$ cat src/rtl/uart_rx_fifo_pkg.sv
// Package: shared widths and the stored entry layout for the receive buffer.
// Assumes a frame payload of RXB_DW data bits plus one optional ninth bit.
package uart_rx_fifo_pkg;

    parameter int unsigned RXB_DW = 8;

    // One stored frame: byte plus the status that travels with it.
    typedef struct packed {
        logic [RXB_DW-1:0] data;
        logic              bit9;
        logic              ferr;
        logic              ovr;
    } rxb_ent_t;

    localparam int unsigned RXB_ENT_W = $bits(rxb_ent_t);

endpackage

$ cat src/rtl/rxb_fifo.sv
// Module: rxb_fifo
// Circular FIFO of DEPTH entries with a write pointer, a read pointer and an
// occupancy count. The head entry is presented combinationally.
// Assumes: the caller never writes when full and never pops when empty.
// A simultaneous write and pop keeps the count unchanged.
module rxb_fifo
    import uart_rx_fifo_pkg::*;
#(
    parameter int unsigned DEPTH = 2
) (
    input  logic                             clk,
    input  logic                             rst_n,
    input  logic                             wr_en,
    input  rxb_ent_t                         wr_ent,
    input  logic                             rd_en,
    output rxb_ent_t                         head,
    output logic [$clog2(DEPTH+1)-1:0]       count,
    output logic                             empty,
    output logic                             full
);

    localparam int unsigned PW = (DEPTH > 1) ? $clog2(DEPTH) : 1;
    localparam int unsigned CW = $clog2(DEPTH+1);
    localparam logic [PW-1:0] LAST = PW'(DEPTH - 1);
    localparam logic [CW-1:0] FULL_CNT = CW'(DEPTH);

    rxb_ent_t      slot [DEPTH];
    logic [PW-1:0] wr_ptr;
    logic [PW-1:0] rd_ptr;

    // Storage: each slot loads when the write pointer selects it.
    for (genvar i = 0; i < DEPTH; i++) begin : g_slot
        always_ff @(posedge clk) begin
            if (!rst_n) begin
                slot[i] <= '0;
            end else if (wr_en && (wr_ptr == PW'(i))) begin
                slot[i] <= wr_ent;
            end
        end
    end

    // Pointer advance with wrap at the last slot.
    always_ff @(posedge clk) begin
        if (!rst_n) begin
            wr_ptr <= '0;
            rd_ptr <= '0;
        end else begin
            if (wr_en) begin
                wr_ptr <= (wr_ptr == LAST) ? '0 : wr_ptr + 1'b1;
            end
            if (rd_en) begin
                rd_ptr <= (rd_ptr == LAST) ? '0 : rd_ptr + 1'b1;
            end
        end
    end

    // Occupancy tracking from the write and pop strobes.
    always_ff @(posedge clk) begin
        if (!rst_n) begin
            count <= '0;
        end else begin
            case ({wr_en, rd_en})
                2'b10:   count <= count + 1'b1;
                2'b01:   count <= count - 1'b1;
                default: count <= count;
            endcase
        end
    end

    // Head presentation and level flags.
    always_comb begin
        head  = slot[rd_ptr];
        empty = (count == '0);
        full  = (count == FULL_CNT);
    end

endmodule

$ cat src/rtl/rxb_hold.sv
// Module: rxb_hold
// Third holding level in front of the FIFO, plus overrun bookkeeping.
// Chooses the FIFO write source each cycle: a parked frame has priority,
// and otherwise a new frame goes straight in when there is room.
// Assumes: start_det and frm_valid are one-cycle strobes from the deserializer.
// fifo_full and pop describe the FIFO as it stands before this clock edge.
module rxb_hold
    import uart_rx_fifo_pkg::*;
(
    input  logic     clk,
    input  logic     rst_n,
    input  logic     frm_valid,
    input  rxb_ent_t frm_ent,
    input  logic     start_det,
    input  logic     pop,
    input  logic     fifo_full,
    output logic     hold_v,
    output logic     wr_en,
    output rxb_ent_t wr_ent,
    output logic     lost
);

    rxb_ent_t hold_ent;
    logic     ovr_pend;
    logic     hold_move;
    logic     direct_wr;
    logic     park_new;

    // Write-source selection and loss detection for this cycle.
    always_comb begin
        hold_move = hold_v && !fifo_full;
        direct_wr = frm_valid && !hold_v && !fifo_full;
        park_new  = frm_valid && !direct_wr;
        lost      = hold_v && !hold_move && ((start_det && !pop) || frm_valid);
        wr_en     = hold_move || direct_wr;
        wr_ent    = hold_move ? hold_ent : frm_ent;
        wr_ent.ovr = ovr_pend;
    end

    // Holding stage contents and valid bit.
    always_ff @(posedge clk) begin
        if (!rst_n) begin
            hold_v   <= 1'b0;
            hold_ent <= '0;
        end else if (park_new) begin
            hold_v   <= 1'b1;
            hold_ent <= frm_ent;
        end else if (hold_move || lost) begin
            hold_v   <= 1'b0;
        end
    end

    // Pending overrun mark: set on a loss, consumed by the next FIFO write.
    always_ff @(posedge clk) begin
        if (!rst_n) begin
            ovr_pend <= 1'b0;
        end else if (lost) begin
            ovr_pend <= 1'b1;
        end else if (wr_en) begin
            ovr_pend <= 1'b0;
        end
    end

endmodule

$ cat src/rtl/rxb_rdport.sv
// Module: rxb_rdport
// Host-side view: a read-data register loaded on each pop, and status
// outputs that show the head entry, forced to zero while the FIFO is empty.
// Assumes: pop is only asserted when the FIFO is not empty.
module rxb_rdport
    import uart_rx_fifo_pkg::*;
(
    input  logic              clk,
    input  logic              rst_n,
    input  logic              pop,
    input  logic              empty,
    input  rxb_ent_t          head,
    output logic [RXB_DW-1:0] rd_byte,
    output logic              st_bit9,
    output logic              st_ferr,
    output logic              st_ovr
);

    // Read-data capture at each pop; held otherwise.
    always_ff @(posedge clk) begin
        if (!rst_n) begin
            rd_byte <= '0;
        end else if (pop) begin
            rd_byte <= head.data;
        end
    end

    // Head status, masked while nothing is stored.
    always_comb begin
        st_bit9 = !empty && head.bit9;
        st_ferr = !empty && head.ferr;
        st_ovr  = !empty && head.ovr;
    end

endmodule

$ cat src/rtl/uart_rx_fifo.sv
// Module: uart_rx_fifo (top)
// Receive-side frame buffer: holding stage, DEPTH-entry FIFO with per-entry
// status, and the host read port. Reads on an empty FIFO are ignored.
// Assumes: a synchronous active-low reset and a single clock domain.
module uart_rx_fifo
    import uart_rx_fifo_pkg::*;
#(
    parameter int unsigned DEPTH = 2
) (
    input  logic              clk,
    input  logic              rst_n,
    input  logic              frm_valid,
    input  logic [RXB_DW-1:0] frm_data,
    input  logic              frm_bit9,
    input  logic              frm_ferr,
    input  logic              start_det,
    input  logic              rd_req,
    output logic              rdy,
    output logic [RXB_DW-1:0] rd_byte,
    output logic              st_bit9,
    output logic              st_ferr,
    output logic              st_ovr
);

    localparam int unsigned CW = $clog2(DEPTH+1);

    rxb_ent_t        frm_ent;
    rxb_ent_t        wr_ent;
    rxb_ent_t        head;
    logic            wr_en;
    logic            pop;
    logic            empty;
    logic            full;
    logic            hold_v;
    logic            lost;
    logic [CW-1:0]   fifo_cnt;

    // Incoming frame packing and pop qualification.
    always_comb begin
        frm_ent.data = frm_data;
        frm_ent.bit9 = frm_bit9;
        frm_ent.ferr = frm_ferr;
        frm_ent.ovr  = 1'b0;
        pop          = rd_req && !empty;
        rdy          = !empty;
    end

    rxb_hold u_hold (
        .clk       (clk),
        .rst_n     (rst_n),
        .frm_valid (frm_valid),
        .frm_ent   (frm_ent),
        .start_det (start_det),
        .pop       (pop),
        .fifo_full (full),
        .hold_v    (hold_v),
        .wr_en     (wr_en),
        .wr_ent    (wr_ent),
        .lost      (lost)
    );

    rxb_fifo #(.DEPTH(DEPTH)) u_fifo (
        .clk    (clk),
        .rst_n  (rst_n),
        .wr_en  (wr_en),
        .wr_ent (wr_ent),
        .rd_en  (pop),
        .head   (head),
        .count  (fifo_cnt),
        .empty  (empty),
        .full   (full)
    );

    rxb_rdport u_rdport (
        .clk     (clk),
        .rst_n   (rst_n),
        .pop     (pop),
        .empty   (empty),
        .head    (head),
        .rd_byte (rd_byte),
        .st_bit9 (st_bit9),
        .st_ferr (st_ferr),
        .st_ovr  (st_ovr)
    );

endmodule

$ cat config.mk
export PLATFORM = sky130hd
export DESIGN_NAME = uart_rx_fifo
export DESIGN_NICKNAME = d
export VERILOG_FILES = /design/src/rtl/uart_rx_fifo_pkg.sv /design/src/rtl/rxb_fifo.sv /design/src/rtl/rxb_hold.sv /design/src/rtl/rxb_rdport.sv /design/src/rtl/uart_rx_fifo.sv
export SDC_FILE = /design/constraint.sdc
export NUM_CORES = 1
export LEC_CHECK = 0
export BUFFER_PORTS_ARGS = -buffer_cell sky130_fd_sc_hd__buf_2
export CAP_MARGIN = 20
export CORE_ASPECT_RATIO = 0.9
export CORE_MARGIN = 8
export CORE_UTILIZATION = 60
export DETAILED_ROUTE_END_ITERATION = 8
export HOLD_SLACK_MARGIN = 0.02
export PLACE_DENSITY = 0.87
export RECOVER_POWER = 100
export SLEW_MARGIN = 40
export SYNTH_ARGS = -nofsm -noshare
export SYNTH_HDL_FRONTEND = slang
export SYNTH_SLANG_ARGS = --single-unit
$ cat constraint.sdc
create_clock -name clk -period 5.3 [get_ports clk]
set_clock_uncertainty 0.15 [all_clocks]
set_input_delay 0.265 -clock clk [delete_from_list [all_inputs] [get_ports clk]]
set_output_delay 0.265 -clock clk [all_outputs]
set_load 0.03 [all_outputs]
==> impl_metrics.py, run 1 <==
metrics = {
    "placement": {
        "dp.cells": 256,
        "dp_slack_ps": 3150,
        "port_buffers": 26,
        "dp_hpwl_um": 2840,
        "gp_congestion": 0.886,
    },
    "clock_network": {
        "clock_sinks": 47,
        "cts_htree_levels": 2,
        "cts_resized": 0,
        "postCtsSetupBuffers": 0,
        "cts.path.max_buffers": 2,
        "cts_buffers": 5,
        "cts-root-buf": "clkbuf_8",
        "clk_pin_slew_ps": 80,
        "cts_hold_buf": 0,
        "cts_tree": "done",
        "clk_latency_ps": 300,
    },
    "timing": {
        "timing.final.ws_setup_ps": 2710,
        "fmax_mhz": 387,
        "finalCriticalPeriod_ps": 2590,
        "finalSetupViolCount": 0,
        "hold_violations": 0,
        "rsz0062_at_grt": "no",
        "worst_pin_slew_ps": 1730,
        "fin_setup_tns_ps": 0,
        "min_period_over_period_pct": 48.8,
        "drv_slew": 11,
        "slew_headroom_pct": -16.7,
    },
    "hold_path": {
        "min_to": "u_hold.hold_ent[8]$_SDFFE_PN0P_",
        "min_path_cells": 3,
        "hp-start": "frm_data[5]",
        "hp-class": "input pin to flip-flop",
    },
    "critical_path": {
        "reg2reg_setup_slack_ps": 2710,
        "cp_num_buf_inv": 0,
        "crit_arrival_ps": 2550,
        "rr_startpoint": "u_fifo.count[0]$_SDFFE_PN0P_",
        "r2r-end": "u_hold.hold_ent[9]$_SDFFE_PN0P_",
        "slowest_delay_ps": 1370,
        "r2r_cells": 3,
        "cp_max_fo": 17,
        "cp_slowest_cell": "o21ai_0",
        "cp_cell_sequence": "nor2b_1 > o21ai_0 > mux2i_1",
        "crit_type": "flip-flop to flip-flop",
        "critical-path-top-delay-family": "compound AO/OA/AOI/OAI gates",
        "critPathRequiredTime_ps": 5260,
        "cp-end-kind": "flip-flop",
        "setup.worst_path.start_class": "flip-flop",
    },
    "floorplanning": {
        "ios": 27,
        "die_h_um": 71.4,
        "num_rows": 20,
        "coreArea_mm2": 0.00333,
        "dieArea_mm2": 0.00554,
        "start_util_pct": 61.5,
        "die_w_um": 77.6,
    },
    "synthesis": {
        "yosysWarningCount": 0,
        "avgSynthCellArea_um2": 10.3,
        "synthCells": 199,
        "synth_seq_cells": 47,
        "synth_top_flop_cell": "dfxtp_1",
        "postSynth.asyncResetShare_pct": 0,
        "yosysSeqAreaShare_pct": 56.7,
        "synth_area_mm2": 0.00205,
        "synth_nets": 215,
        "ys_types": 25,
        "synth_edf_count": 22,
    },
    "power": {
        "swShare_pct": 36.0,
        "max-vdd-ir-drop_v": 0.000282,
        "comb_power_share_pct": 29.6,
        "switching_power_mw": 0.366,
        "pwr-share-clk_pct": 20.3,
        "internal_power_mw": 0.649,
        "p_leak_nw": 0.842,
        "power_frac_seq_pct": 50.2,
        "p_per_area_mw_per_mm2": 458,
        "total_power_mw": 1.02,
    },
    "global_routing": {
        "grt-ovfl-total": 0,
        "grt_pass1_wl_um": 6670,
        "grt_pass1_vias": 1408,
        "track_usage_pct": 15.0,
        "grt_start_max_net_pins": 26,
        "antenna_found_initial": 0,
    },
    "routing": {
        "drtPass1Iterations": 4,
        "vias": 1487,
        "finalWirelength_um": 3930,
        "drc_errors": 0,
        "vias_per_cell": 5.63,
        "ant_nets": 0,
        "drt_iter0_drc": 164,
        "wl_per_cell_um": 14.9,
    },
    "final_layout": {
        "post-route-util_pct": 66.6,
        "drive_gt1_share_pct": 9.55,
        "diodes": 0,
        "syn_to_final_growth_pct": 8.25,
        "nets": 235,
        "finalNonFillerCells": 264,
    },
    "flow_run": {
        "drv_cap": 1,
    },
    "outcome": {
        "outcome": "finished, violations left",
        "violations": "capacitance limit, slew limit",
    },
}
==> Yosys cell counts (2+ instances only) <==
library cell | number | share of area (%)
dfxtp_1 | 25 | 24
nand3_1 | 11 | 2.7
or3_1 | 2 | 0.61
xnor2_1 | 2 | 0.86
nor2_1 | 18 | 3.3
buf_6 | 2 | 1.1
a211oi_1 | 8 | 2.9
nand2_1 | 21 | 3.8
a21oi_1 | 23 | 5.6
inv_1 | 5 | 0.92
or4_4 | 2 | 1.1
buf_2 | 4 | 0.98
o21ai_0 | 17 | 4.2
edfxtp_1 | 22 | 32
clkbuf_1 | 7 | 1.3
mux2i_1 | 21 | 10
==> power by group through the flow <==
stage | logic (mW) | clock network (mW) | registers, mW
floorplan | 0.228 | 0 | 0.532
global placement | 0.306 | 0 | 0.514
detailed placement | 0.315 | 0 | 0.519
CTS | 0.315 | 0.210 | 0.510
global route | 0.335 | 0.220 | 0.518
finish | 0.300 | 0.206 | 0.509
==> how the worst max path moves through the flow <==
stage	start	end	slack (ps)	depth (start not counted)
finish	u_fifo.count[0]$_SDFFE_PN0P_	u_hold.hold_ent[9]$_SDFFE_PN0P_	2710	3
global route	u_fifo.count[0]$_SDFFE_PN0P_	u_hold.hold_ent[8]$_SDFFE_PN0P_	2460	3
global placement	rst_n	u_fifo.slot[1][2]$_SDFFCE_PN0P_	3220	4
CTS	u_fifo.count[0]$_SDFFE_PN0P_	u_fifo.count[1]$_SDFFE_PN0P_	3180	5
floorplan	u_fifo.count[0]$_SDFFE_PN0P_	u_fifo.slot[1][0]$_SDFFCE_PN0P_	3240	3
detailed placement	rst_n	u_fifo.slot[1][3]$_SDFFCE_PN0P_	3150	4
==> worst reg2reg max path: stages (launching register included) <==
cell	delay, ps
dfxtp_1	440
nor2b_1	230
o21ai_0	1370
mux2i_1	220
==> through the flow <==
stage,hold slack (ps),area (um^2)
after detailed placement,310,2170
final,66.3,2220
after global routing,70.8,2220
after CTS,59.4,2250
after floorplan,254,2050
after global placement,299,2160
==> per-layer routing <==
metal / vias up / part of all wire (%) / track usage, %
met5: - / 0 / 0
met4: 0 / 2.2 / 8.79
met3: 5 / 5.9 / 3.62
met2: 58 / 45 / 22.8
met1: 676 / 47 / 19.0
li1: 748 / - / -
==> registers in the layout, summed over array words and instances, names as in the netlist, named ones only <==
name and count:
u_hold.ovr_pend 1, u_fifo.slot 22, u_fifo.wr_ptr 1, u_fifo.rd_ptr 1, u_hold.hold_v 1, u_hold.hold_ent 10, u_rdport.rd_byte 8, u_fifo.count 2
==> final cells by class <==
type | count | area, um^2
clock inverter | 2 | 8.76
timing repair buffer | 27 | 119
tap | 44 | 55.1
multi-input combinational | 133 | 782
sequential | 47 | 1160
inverter | 5 | 18.8
fill | 272 | 1110
clock buffer | 6 | 72.6
==> cells by family (layout without fill, tap and decap cells) <==
logic type	count (synthesis)	after routing	share of synthesized area [%]
compound gates	51	51	13.9
xor+xnor	3	3	1.28
fa+ha+maj	1	1	0.611
buf+inv	19	40	4.64
flops	47	47	56.7
mux	21	21	10.3
simple gates	57	57	12.6
==> cell usage in the layout (no fill, tap or decap), drive strengths merged, types with 2 or more instances in the layout <==
| cell | n |
|---|---|
| a211oi | 8 |
| or3 | 2 |
| clkinv | 2 |
| buf | 14 |
| dfxtp | 25 |
| inv | 5 |
| mux2i | 21 |
| xnor2 | 2 |
| nor2 | 18 |
| nand3 | 11 |
| nand2 | 21 |
| edfxtp | 22 |
| or4 | 2 |
| clkbuf | 19 |
| a21oi | 23 |
| o21ai | 17 |
| nor2b | 2 |
Note: power is estimated with default switching activity, not from simulation.
==> run 2, diff against run 1 <==
ABC_AREA = 1   (was default)
CORE_UTILIZATION = 56   (was 60)
PLACE_DENSITY = 0.83   (was 0.87)
clock period = 2.5 ns   (was 5.3 ns; I/O delays follow)
==> impl_metrics.py, run 2 <==
metrics = {
    "timing": {
        "finalSetupViolCount": 0,
        "fmax_mhz": 483,
        "fin_setup_tns_ps": 0,
        "finalCriticalPeriod_ps": 2070,
        "worst_pin_slew_ps": 586,
        "slew_headroom_pct": 61.0,
        "drv_slew": 0,
        "rsz0062_at_grt": "no",
        "min_period_over_period_pct": 82.9,
        "hold_violations": 0,
    },
    "global_routing": {
        "antenna_found_initial": 0,
        "grt_pass1_vias": 1484,
        "grt_pass1_wl_um": 6490,
        "track_usage_pct": 14.6,
        "grt_start_max_net_pins": 27,
        "grt-ovfl-total": 0,
    },
    "critical_path": {
        "critPathRequiredTime_ps": 2300,
        "rr_startpoint": "u_fifo.count[0]$_SDFFE_PN0P_",
        "cp_max_fo": 10,
        "reg2reg_setup_slack_ps": 430,
        "crit_type": "flip-flop to flip-flop",
        "setup.worst_path.start_class": "flip-flop",
        "r2r-end": "u_fifo.slot[0][7]$_SDFFCE_PN0P_",
        "r2r_cells": 5,
        "crit_arrival_ps": 1870,
        "cp-end-kind": "flip-flop",
    },
    "final_layout": {
        "layout_commonest_cell": "nor2_1",
        "diodes": 0,
        "syn_to_final_growth_pct": 16.0,
        "top_regs": "u_fifo.slot (22), u_hold.hold_ent (10), u_rdport.rd_byte (8)",
        "nets": 292,
        "regMostFlops": "u_fifo.slot",
        "largest_reg_flops": 22,
        "drive_gt1_share_pct": 8.66,
        "final_cell_mix": "nor2_1 (62), nand2_1 (50), dfxtp_1 (25), o21ai_0 (23), edfxtp_1 (22)",
        "fin_area_mm2": 0.00232,
    },
    "clock_network": {
        "clk_pin_slew_ps": 80,
        "cts_tree": "done",
        "cts_resized": 0,
        "cts.path.max_buffers": 2,
        "clock_sinks": 47,
        "cts_buffers": 5,
        "cts_hold_buf": 12,
        "cts-root-buf": "clkbuf_8",
        "clk_latency_ps": 310,
        "postCtsSetupBuffers": 0,
        "cts_htree_levels": 2,
    },
    "routing": {
        "drtPass1Iterations": 4,
        "ant_nets": 0,
        "wl_per_cell_um": 12.1,
        "drt_iter0_drc": 149,
        "drc_errors": 0,
        "vias_per_cell": 4.88,
        "vias": 1565,
        "finalWirelength_um": 3880,
    },
    "synthesis": {
        "synth_area_leaders": "edfxtp_1 (33%), dfxtp_1 (25%), nor2_1 (12%)",
        "synth_top_cell_by_area": "edfxtp_1",
        "synth_edf_count": 22,
        "synth_top_flop_cell": "dfxtp_1",
        "synthCells": 239,
        "yosysMostFrequentCell": "nor2_1",
        "avgSynthCellArea_um2": 8.36,
        "synth_top_area_share_pct": 33.1,
        "synth_area_mm2": 0.00200,
        "postSynth.asyncResetShare_pct": 0,
        "ys_types": 19,
        "synth_nets": 255,
        "yosysWarningCount": 0,
        "synth_seq_cells": 47,
        "yosysSeqAreaShare_pct": 58.1,
        "ys_top_cells_by_count": "nor2_1 (62), nand2_1 (49), dfxtp_1 (25)",
    },
    "power": {
        "max-vdd-ir-drop_v": 0.000571,
        "power_frac_seq_pct": 48.4,
        "pwr-share-clk_pct": 21.0,
        "swShare_pct": 37.3,
        "switching_power_mw": 0.840,
        "p_per_area_mw_per_mm2": 972,
        "p_leak_nw": 1.02,
        "internal_power_mw": 1.41,
        "comb_power_share_pct": 30.7,
    },
    "floorplanning": {
        "start_util_pct": 58.7,
        "coreArea_mm2": 0.00340,
        "dieArea_mm2": 0.00574,
        "die_h_um": 72.7,
        "ios": 27,
        "num_rows": 20,
        "die_w_um": 78.9,
    },
    "hold_path": {
        "hp-class": "input pin to flip-flop",
        "hp-start": "start_det",
        "min_path_cells": 5,
        "min_to": "u_hold.ovr_pend$_SDFFE_PN0P_",
    },
    "placement": {
        "dpl_cell_area_mm2": 0.00214,
        "port_buffers": 26,
        "gp_congestion": 0.789,
        "dp_hpwl_um": 2760,
    },
    "outcome": {
        "outcome": "finished, final reports clean",
    },
    "flow_run": {
        "drv_cap": 0,
    },
}
run 2: cell type report:
cell class              count  area [um^2]
fillers                   297         1090
flip-flops and latches     47         1160
repair buffers             40          243
clock inverters             1         3.75
clock buffers               7         86.3
multi-input cells         161          688
well taps                  44         55.1
inverters                  21         78.8
run 2: routing by layer:
layer / global-route usage, % / share of wire [%]
met5: 0 / 0
met4: 7.60 / 2.2
met3: 6.65 / 7.8
met2: 23.0 / 46
met1: 16.4 / 44
run 2: cell families (layout without fill, tap and decap cells):
family	Yosys count	in the layout	share of synthesized area, %
adders and majority gates	1	1	0.626
buffers and inverters	31	69	7.02
and+or+nand+nor	115	115	22.4
AOI/OAI and AO/OA	45	45	11.8
DFF	47	47	58.1
run 2: worst max-delay path by stage:
stage,startpoint,endpoint,slack [ps]
2_1_floorplan,u_fifo.count[0]$_SDFFE_PN0P_,u_fifo.slot[0][0]$_SDFFCE_PN0P_,490
3_3_place_gp,u_fifo.count[1]$_SDFFE_PN0P_,u_fifo.count[1]$_SDFFE_PN0P_,630
3_5_place_dp,u_fifo.count[1]$_SDFFE_PN0P_,u_fifo.count[1]$_SDFFE_PN0P_,530
4_1_cts,u_fifo.count[1]$_SDFFE_PN0P_,u_fifo.count[1]$_SDFFE_PN0P_,520
5_1_grt,u_fifo.count[0]$_SDFFE_PN0P_,u_fifo.slot[1][1]$_SDFFCE_PN0P_,250
6_report,u_fifo.count[0]$_SDFFE_PN0P_,u_fifo.slot[0][7]$_SDFFCE_PN0P_,430
run 2: stage by stage:
| step | total power [mW] | util [%] | setup WS (ps) | cells | hold WS (ps) |
|---|---|---|---|---|---|
| 3_5_place_dp | 1.83 | 62.8 | 525 | 301 | 241 |
| 4_1_cts | 2.30 | 68.9 | 516 | 321 | 58.3 |
| 6_report | 2.25 | 68.1 | 428 | 321 | 66.2 |
| 3_3_place_gp | 1.80 | 62.8 | 628 | 301 | 223 |
| 5_1_grt | 2.39 | 68.1 | 247 | 321 | 94.3 |
| 2_1_floorplan | 1.65 | - | 490 | 239 | 107 |
run 2: power groups by stage:
stage	registers, mW	logic [mW]	clock network (mW)
floorplan	1.16	0.488	0
detailed placement	1.11	0.715	0
global placement	1.10	0.695	0
global route	1.11	0.779	0.504
CTS	1.09	0.729	0.480
finish	1.09	0.690	0.472
run 2: critical path, stage by stage (launching register included):
cell      delay, ps
dfxtp_1         410
inv_1            90
nand2_1         170
o21ai_2         150
o21ai_0         270
clkbuf_1        470
